File: src/rtl/fpr_pkg.sv
package fpr_pkg;
  localparam int OP_W       = 8;
  localparam int ADDR_W     = 24;
  localparam int DATA_W     = 8;
  localparam int FRAME_BITS = OP_W + ADDR_W + DATA_W;
  localparam int PAYLOAD_W  = ADDR_W + DATA_W;

  typedef struct packed {
    logic [ADDR_W-1:0] addr;
    logic [DATA_W-1:0] data;
  } fpr_wr_t;
endpackage

File: src/rtl/fpr_sync.sv
module fpr_sync #(
  parameter int             W       = 3,
  parameter int             STAGES  = 2,
  parameter logic [W-1:0]   RST_VAL = '0
) (
  input  logic         clk,
  input  logic         rst_n,
  input  logic [W-1:0] d,
  output logic [W-1:0] q
);
  for (genvar i = 0; i < W; i++) begin : g_bit
    logic [STAGES-1:0] chain;
    always_ff @(posedge clk or negedge rst_n) begin
      if (!rst_n) chain <= {STAGES{RST_VAL[i]}};
      else        chain <= {chain[STAGES-2:0], d[i]};
    end
    assign q[i] = chain[STAGES-1];
  end
endmodule

File: src/rtl/fpr_shift.sv
module fpr_shift
  import fpr_pkg::*;
#(
  parameter int CNT_W = 6
) (
  input  logic                 clk,
  input  logic                 rst_n,
  input  logic                 cs_fall,
  input  logic                 cs_lo,
  input  logic                 sck_rise,
  input  logic                 mosi_bit,
  output logic [CNT_W-1:0]     bit_cnt,
  output logic [OP_W-1:0]      op_q,
  output logic [PAYLOAD_W-1:0] payload
);
  always_ff @(posedge clk or negedge rst_n) begin
    if (!rst_n) begin
      bit_cnt <= '0;
      op_q    <= '0;
      payload <= '0;
    end else if (cs_fall) begin
      bit_cnt <= '0;
    end else if (sck_rise && cs_lo) begin
      payload <= {payload[PAYLOAD_W-2:0], mosi_bit};
      if (bit_cnt != '1) bit_cnt <= bit_cnt + 1'b1;
      if (bit_cnt == CNT_W'(OP_W - 1)) op_q <= {payload[OP_W-2:0], mosi_bit};
    end
  end

  // every new command starts counting from zero
  a_r3_count_restart: assert property (@(posedge clk) disable iff (!rst_n)
    cs_fall |=> (bit_cnt == '0));
endmodule

File: src/rtl/fpr_seq.sv
module fpr_seq
  import fpr_pkg::*;
#(
  parameter logic [OP_W-1:0] EN_OP   = 8'h06,
  parameter logic [OP_W-1:0] PG_OP   = 8'h02,
  parameter int              GAP_CYC = 40,
  parameter int              CNT_W   = 6
) (
  input  logic                 clk,
  input  logic                 rst_n,
  input  logic                 cs_rise,
  input  logic                 cs_fall,
  input  logic                 cs_hi,
  input  logic [CNT_W-1:0]     bit_cnt,
  input  logic [OP_W-1:0]      op_q,
  input  logic [PAYLOAD_W-1:0] payload,
  output fpr_wr_t              wr_q,
  output logic                 wr_valid,
  output logic                 wel,
  output logic                 err_seq,
  output logic                 err_gap
);
  localparam int              GAP_W   = $clog2(GAP_CYC + 1);
  localparam logic [GAP_W-1:0] GAP_MAX = GAP_W'(GAP_CYC);

  logic [GAP_W-1:0] gap_cnt;
  logic             gap_short;
  logic             is_en, is_pg, pg_full;

  // CE-high duration, saturating at the minimum
  always_ff @(posedge clk or negedge rst_n) begin
    if (!rst_n)                        gap_cnt <= GAP_MAX;
    else if (cs_rise)                  gap_cnt <= GAP_W'(1);
    else if (cs_hi && gap_cnt != GAP_MAX) gap_cnt <= gap_cnt + 1'b1;
  end

  always_comb begin
    is_en   = (bit_cnt == CNT_W'(OP_W)) && (op_q == EN_OP);
    is_pg   = (bit_cnt >= CNT_W'(OP_W)) && (op_q == PG_OP);
    pg_full = is_pg && (bit_cnt == CNT_W'(FRAME_BITS));
  end

  always_ff @(posedge clk or negedge rst_n) begin
    if (!rst_n) begin
      gap_short <= 1'b0;
      wr_valid  <= 1'b0;
      wr_q      <= '0;
      wel       <= 1'b0;
      err_seq   <= 1'b0;
      err_gap   <= 1'b0;
    end else begin
      wr_valid <= 1'b0;
      if (cs_fall) gap_short <= (gap_cnt < GAP_MAX);
      if (cs_rise) begin
        if (is_en) begin
          wel <= 1'b1;
        end else if (is_pg) begin
          wel <= 1'b0;
          if (!wel)           err_seq <= 1'b1;
          else if (gap_short) err_gap <= 1'b1;
          else if (pg_full) begin
            wr_valid <= 1'b1;
            wr_q     <= fpr_wr_t'(payload);
          end
        end
      end
    end
  end

  a_r2_wel_on_ce_end: assert property (@(posedge clk) disable iff (!rst_n)
    $rose(wel) |-> $past(cs_rise));
  a_r4_strobe_single: assert property (@(posedge clk) disable iff (!rst_n)
    wr_valid |=> !wr_valid);
  a_r6_write_needs_wel: assert property (@(posedge clk) disable iff (!rst_n)
    wr_valid |-> $past(wel));
  a_r8_wel_cleared: assert property (@(posedge clk) disable iff (!rst_n)
    wr_valid |=> !wel);
  a_r9_seq_sticky: assert property (@(posedge clk) disable iff (!rst_n)
    err_seq |=> err_seq);
  a_r9_gap_sticky: assert property (@(posedge clk) disable iff (!rst_n)
    err_gap |=> err_gap);
endmodule

File: src/rtl/flash_pgm_rx.sv
module flash_pgm_rx
  import fpr_pkg::*;
#(
  parameter int              CLK_PERIOD_NS = 5,
  parameter int              MIN_GAP_NS    = 200,
  parameter int              SYNC_STAGES   = 2,
  parameter logic [OP_W-1:0] EN_OP         = 8'h06,
  parameter logic [OP_W-1:0] PG_OP         = 8'h02
) (
  input  logic              clk,
  input  logic              rst_n,
  input  logic              sck,
  input  logic              cs_n,
  input  logic              mosi,
  output logic              wr_valid,
  output logic [ADDR_W-1:0] wr_addr,
  output logic [DATA_W-1:0] wr_data,
  output logic              wel,
  output logic              err_seq,
  output logic              err_gap
);
  localparam int GAP_CYC = (MIN_GAP_NS + CLK_PERIOD_NS - 1) / CLK_PERIOD_NS;
  localparam int CNT_W   = $clog2(FRAME_BITS + 2);

  logic [2:0]           pins_s;
  logic                 sck_s, cs_s, mosi_s, sck_d, cs_d;
  logic                 sck_rise, cs_rise, cs_fall;
  logic [CNT_W-1:0]     bit_cnt;
  logic [OP_W-1:0]      op_q;
  logic [PAYLOAD_W-1:0] payload;
  fpr_wr_t              wr_q;

  fpr_sync #(.W(3), .STAGES(SYNC_STAGES), .RST_VAL(3'b010)) u_sync (
    .clk(clk), .rst_n(rst_n), .d({sck, cs_n, mosi}), .q(pins_s));

  assign sck_s  = pins_s[2];
  assign cs_s   = pins_s[1];
  assign mosi_s = pins_s[0];

  always_ff @(posedge clk or negedge rst_n) begin
    if (!rst_n) begin
      sck_d <= 1'b0;
      cs_d  <= 1'b1;
    end else begin
      sck_d <= sck_s;
      cs_d  <= cs_s;
    end
  end

  assign sck_rise = sck_s & ~sck_d;
  assign cs_rise  = cs_s & ~cs_d;
  assign cs_fall  = ~cs_s & cs_d;

  fpr_shift #(.CNT_W(CNT_W)) u_shift (
    .clk(clk), .rst_n(rst_n), .cs_fall(cs_fall), .cs_lo(~cs_s),
    .sck_rise(sck_rise), .mosi_bit(mosi_s),
    .bit_cnt(bit_cnt), .op_q(op_q), .payload(payload));

  fpr_seq #(.EN_OP(EN_OP), .PG_OP(PG_OP), .GAP_CYC(GAP_CYC), .CNT_W(CNT_W)) u_seq (
    .clk(clk), .rst_n(rst_n), .cs_rise(cs_rise), .cs_fall(cs_fall), .cs_hi(cs_s),
    .bit_cnt(bit_cnt), .op_q(op_q), .payload(payload),
    .wr_q(wr_q), .wr_valid(wr_valid), .wel(wel),
    .err_seq(err_seq), .err_gap(err_gap));

  assign wr_addr = wr_q.addr;
  assign wr_data = wr_q.data;
endmodule

File: config.mk
export PLATFORM = sky130hd
export DESIGN_NAME = flash_pgm_rx
export DESIGN_NICKNAME = d
export VERILOG_FILES = /design/src/rtl/fpr_pkg.sv /design/src/rtl/fpr_sync.sv /design/src/rtl/fpr_shift.sv /design/src/rtl/fpr_seq.sv /design/src/rtl/flash_pgm_rx.sv
export SDC_FILE = /design/constraint.sdc
export NUM_CORES = 1
export LEC_CHECK = 0
export BUFFER_PORTS_ARGS = -buffer_cell sky130_fd_sc_hd__buf_2
export CAP_MARGIN = 25
export CORE_UTILIZATION = 40
export CTS_CLUSTER_SIZE = 10
export DETAILED_ROUTE_END_ITERATION = 8
export MAX_ROUTING_LAYER = met4
export SLEW_MARGIN = 20
export SYNTH_ARGS = -nofsm -noshare
export SYNTH_HDL_FRONTEND = slang
export SYNTH_SLANG_ARGS = --single-unit
File: constraint.sdc
create_clock -name clk -period 3.5 [get_ports clk]
set_input_delay 0.7 -clock clk [delete_from_list [all_inputs] [get_ports clk]]
set_output_delay 0.7 -clock clk [all_outputs]
set_load 0.03 [all_outputs]
==> metrics.log <==
[metrics] Slew Limit Fails: 0
[metrics] commonest non-fill, non-tap cell in the layout: dfrtp_1
[metrics] antenna fix cells: 0
[metrics] placeable core area: 0.00928 sq mm
[metrics] cell count after synthesis: 258
[metrics] class of the tightest hold or removal check: flip-flop to flip-flop
[metrics] number of enable flip-flop cells after synthesis: 0
[metrics] Worst Setup Start Kind: flip-flop
[metrics] dpl cells: 422
[metrics] power share of the sequential group: 59.7%
[metrics] count of final hold-check violations: 0
[metrics] H-tree level count: 3
[metrics] post-layout instance area: 0.00435 sq mm
[metrics] Avg Cell Area, Syn: 14.9 sq um
[metrics] worst IR drop on VDD: 174 uV
[metrics] number of non-filler instances in the completed layout: 438
[metrics] cell leakage power: 2.22 nW
[metrics] number of buffers added for setup after CTS: 0
[metrics] setup repair after global routing missed its margin: false
[metrics] Least-Margin Pin Slew: 821 ps
[metrics] final setup violating endpoints: 0
[metrics] die height: 100 um
[metrics] count of maximum capacitance violations: 0
[metrics] sequential-to-total area share from yosys stat: 63.4%
[metrics] clock period minus worst slack: 2170 ps
[metrics] switching power: 0.000527 W
[metrics] number of buffers created by CTS: 9
[metrics] clock sink count: 97
[metrics] hold buffer count at CTS: 0
[metrics] DRT Pass-1 Iters: 4
[metrics] IO Pins: 41
[metrics] clock root buffer master: clkbuf_8
[metrics] maximum number of pins on one net before global-route repair: 68
[metrics] wire per inst: 13.7 um
[metrics] setup_tns: 0 ps
[metrics] worst reg2reg path depth: 5
[metrics] via count of the first global-routing pass: 2094
[metrics] Die ar.: 0.0100 sq mm
[metrics] cell area after placement: 0.00416 sq mm
[metrics] reg-to-reg endpoint: u_seq.wr_q[5]$_DFFE_PN0P_
[metrics] Synth Cell Area: 0.00384 sq mm
[metrics] DR DRC count: 0
[metrics] CP peak stage delay: 430 ps
[metrics] crit path capture type: flip-flop
[metrics] highest-count cells in the layout ignoring fill and taps: dfrtp_1 (92), mux2_2 (71), buf_2 (39)
[metrics] count of state elements after synthesis: 97
[metrics] latest clock arrival within the worst-skew pair: 360 ps
[metrics] share of the synthesized area in the top cell type: 59.9%
[metrics] fin nets: 313
[metrics] Setup CP Type: flip-flop to flip-flop
[metrics] Max Fclk: 462 MHz
[metrics] antenna-violating nets left: 0
[metrics] Post-DP HPWL: 3.94 mm
[metrics] cell breakdown of the critical path: nor4_1 > nand3_1 > nor4_4 > buf_4 > mux2_2
[metrics] Yosys Warn Count: 0
[metrics] cell taking the most area after synthesis: dfrtp_1
[metrics] worst-path cell with the longest stage delay: nor4_1
[metrics] initial core utilization: 41.4%
[metrics] share of flip-flops with an asynchronous set or reset: 100%
[metrics] fraction of layout cells with a size suffix above 1: 45.0%
[metrics] synth unique cells: 38
[metrics] r2r startpoint: u_shift.op_q[0]$_DFFE_PN0P_
[metrics] number of rows created at floorplan: 35
[metrics] arrival time of the worst setup path: 2400 ps
[metrics] setup slack, reg-to-reg: 1330 ps
[metrics] TritonCTS clock tree: done
[metrics] first-pass GRT wire length: 10.6 mm
[metrics] number of nets in the synthesized netlist: 267
[metrics] Primary FF master, synth: dfrtp_1
[metrics] net switching fraction of the power: 25.7%
[metrics] Layout Utilization: 46.9%
[metrics] relative area change from synthesis to final layout: 13.4%
[metrics] origin of the worst setup path: u_shift.op_q[0]$_DFFE_PN0P_
[metrics] count of instances resized after the clock tree is built: 0
[metrics] clock input transition at the sequential cells of the worst setup and hold paths: 100 ps
[metrics] global-route usage over all layers: 14.1%
[metrics] final cycle utilization of the critical path: 61.9%
[metrics] internal power: 0.00152 W
[metrics] quantity of I/O buffers inserted on ports: 40
[metrics] largest fanout of any net on the critical path: 32
[metrics] Filler Cell Count: 863
[metrics] proportion of power drawn by the clock network: 34.5%
[metrics] worst slew slack as a fraction of its limit: 45.2%
[metrics] Req. time, crit path: 3740 ps
[metrics] GR Overflow Total: 0
[metrics] antenna violations before repair: 0
[metrics] initial drt markers: 71
[metrics] leading cell types by total area after synthesis: dfrtp_1 (60%), mux2_2 (21%), dfstp_2 (3.4%), ha_1 (1.3%), buf_6 (1.2%)
[metrics] routed vias/inst: 4.86
[metrics] overall die width: 100 um
[metrics] Final Skew: 15.8 ps
[metrics] result of the run: completed
[metrics] placer congestion estimate: 0.763
[metrics] maximum clock path buffer count: 2
[metrics] power density over cell area: 471 mW/mm^2
[metrics] via count: 2129
[metrics] combinational cell fraction of total power: 5.7%
[metrics] wire length after detailed routing: 6.01 mm
[metrics] termination of the worst setup path: u_seq.wr_q[5]$_DFFE_PN0P_
[stage by stage]
step / total power [W] / setup slack [ps] / hold slack, ps
after floorplan: 0.00131 / 1620 / 331
after global placement: 0.00136 / 1420 / 333
after detailed placement: 0.00137 / 1330 / 336
after CTS: 0.00208 / 1300 / 359
after global routing: 0.00215 / 1150 / 373
final: 0.00205 / 1330 / 354
[worst min-delay path by stage]
stage               depth (start not counted)  slack [ps]                            endpoint                                from
global placement                            0         330  u_sync.g_bit[0].chain[1]$_DFF_PN0_  u_sync.g_bit[0].chain[0]$_DFF_PN0_
floorplan                                   0         330  u_sync.g_bit[0].chain[1]$_DFF_PN0_  u_sync.g_bit[0].chain[0]$_DFF_PN0_
global route                                0         370  u_sync.g_bit[1].chain[1]$_DFF_PN1_  u_sync.g_bit[1].chain[0]$_DFF_PN1_
CTS                                         0         360  u_sync.g_bit[0].chain[1]$_DFF_PN0_  u_sync.g_bit[0].chain[0]$_DFF_PN0_
finish                                      0         350  u_sync.g_bit[0].chain[1]$_DFF_PN0_  u_sync.g_bit[0].chain[0]$_DFF_PN0_
detailed placement                          0         340  u_sync.g_bit[0].chain[1]$_DFF_PN0_  u_sync.g_bit[0].chain[0]$_DFF_PN0_
[flip-flops by register name, indices dropped and copies added (netlist names)]
name and count:
u_sync.g_bit.chain 6, u_seq.gap_short 1, u_seq.wr_valid 1, sck_d 1, u_seq.err_seq 1, u_shift.payload 32, u_seq.err_gap 1, u_seq.wel 1
u_seq.gap_cnt 6, cs_d 1, u_seq.wr_q 32, u_shift.op_q 8, u_shift.bit_cnt 6
[Yosys cell counts, types with 2 or more instances]
cell / instances
a21oi_1: 6
xor2_1: 2
or3_1: 2
buf_6: 4
nand2_1: 7
o211ai_1: 2
nand2b_1: 3
o21ai_0: 2
buf_4: 2
buf_2: 3
nor3_1: 2
dfrtp_1: 92
o21bai_1: 2
and4_1: 2
dfstp_2: 5
and3_1: 2
inv_1: 6
nor3b_1: 2
xnor2_1: 2
mux2_2: 71
nand4_1: 3
o22ai_1: 2
nor2_1: 10
mux2i_1: 3
nand3_1: 5
ha_1: 4
[area by class of cell]
cell class,count,area (sq um),area share (%)
multi-input combinational,146,1310,30.1
inverter,6,22.5,0.517
clock buffer,10,138,3.16
timing repair buffer,44,233,5.34
sequential,97,2430,55.9
tap,129,161,3.71
clock inverter,6,56.3,1.29
[routing by layer]
metal / track usage, % / vias up / share of wire (%)
met5: - / - / 0
met4: 5.69 / 0 / 1.7
met3: 3.13 / 10 / 3.5
met2: 19.3 / 37 / 44
met1: 20.3 / 1074 / 50
li1: - / 1008 / -
[power by group through the flow]
stage               clock (W)  combinational (W)  sequential (W)
finish               0.000708           0.000117         0.00122
global route         0.000780           0.000138         0.00124
CTS                  0.000733           0.000122         0.00122
detailed placement          0           0.000121         0.00125
global placement            0           0.000118         0.00125
floorplan                   0          0.0000842         0.00123
[cells by family (layout without fill, tap and decap cells)]
kind of cell / Yosys count / after routing / share of synthesized area [%]
xor+xnor: 4 / 4 / 0.912
flops: 97 / 97 / 63.4
compound gates: 18 / 18 / 2.96
mux: 75 / 75 / 21.9
simple gates: 45 / 45 / 7.04
buf+inv: 15 / 66 / 2.54
fa+ha+maj: 4 / 4 / 1.30
[worst max-delay path, delay by kind of cell, from the launching register on]
| kind | cells | cell delay, ps |
|---|---|---|
| mux | 1 | 390 |
| simple gates | 3 | 850 |
| buf+inv | 1 | 420 |
| flops | 1 | 390 |
Note: power is estimated with default switching activity, not from simulation.
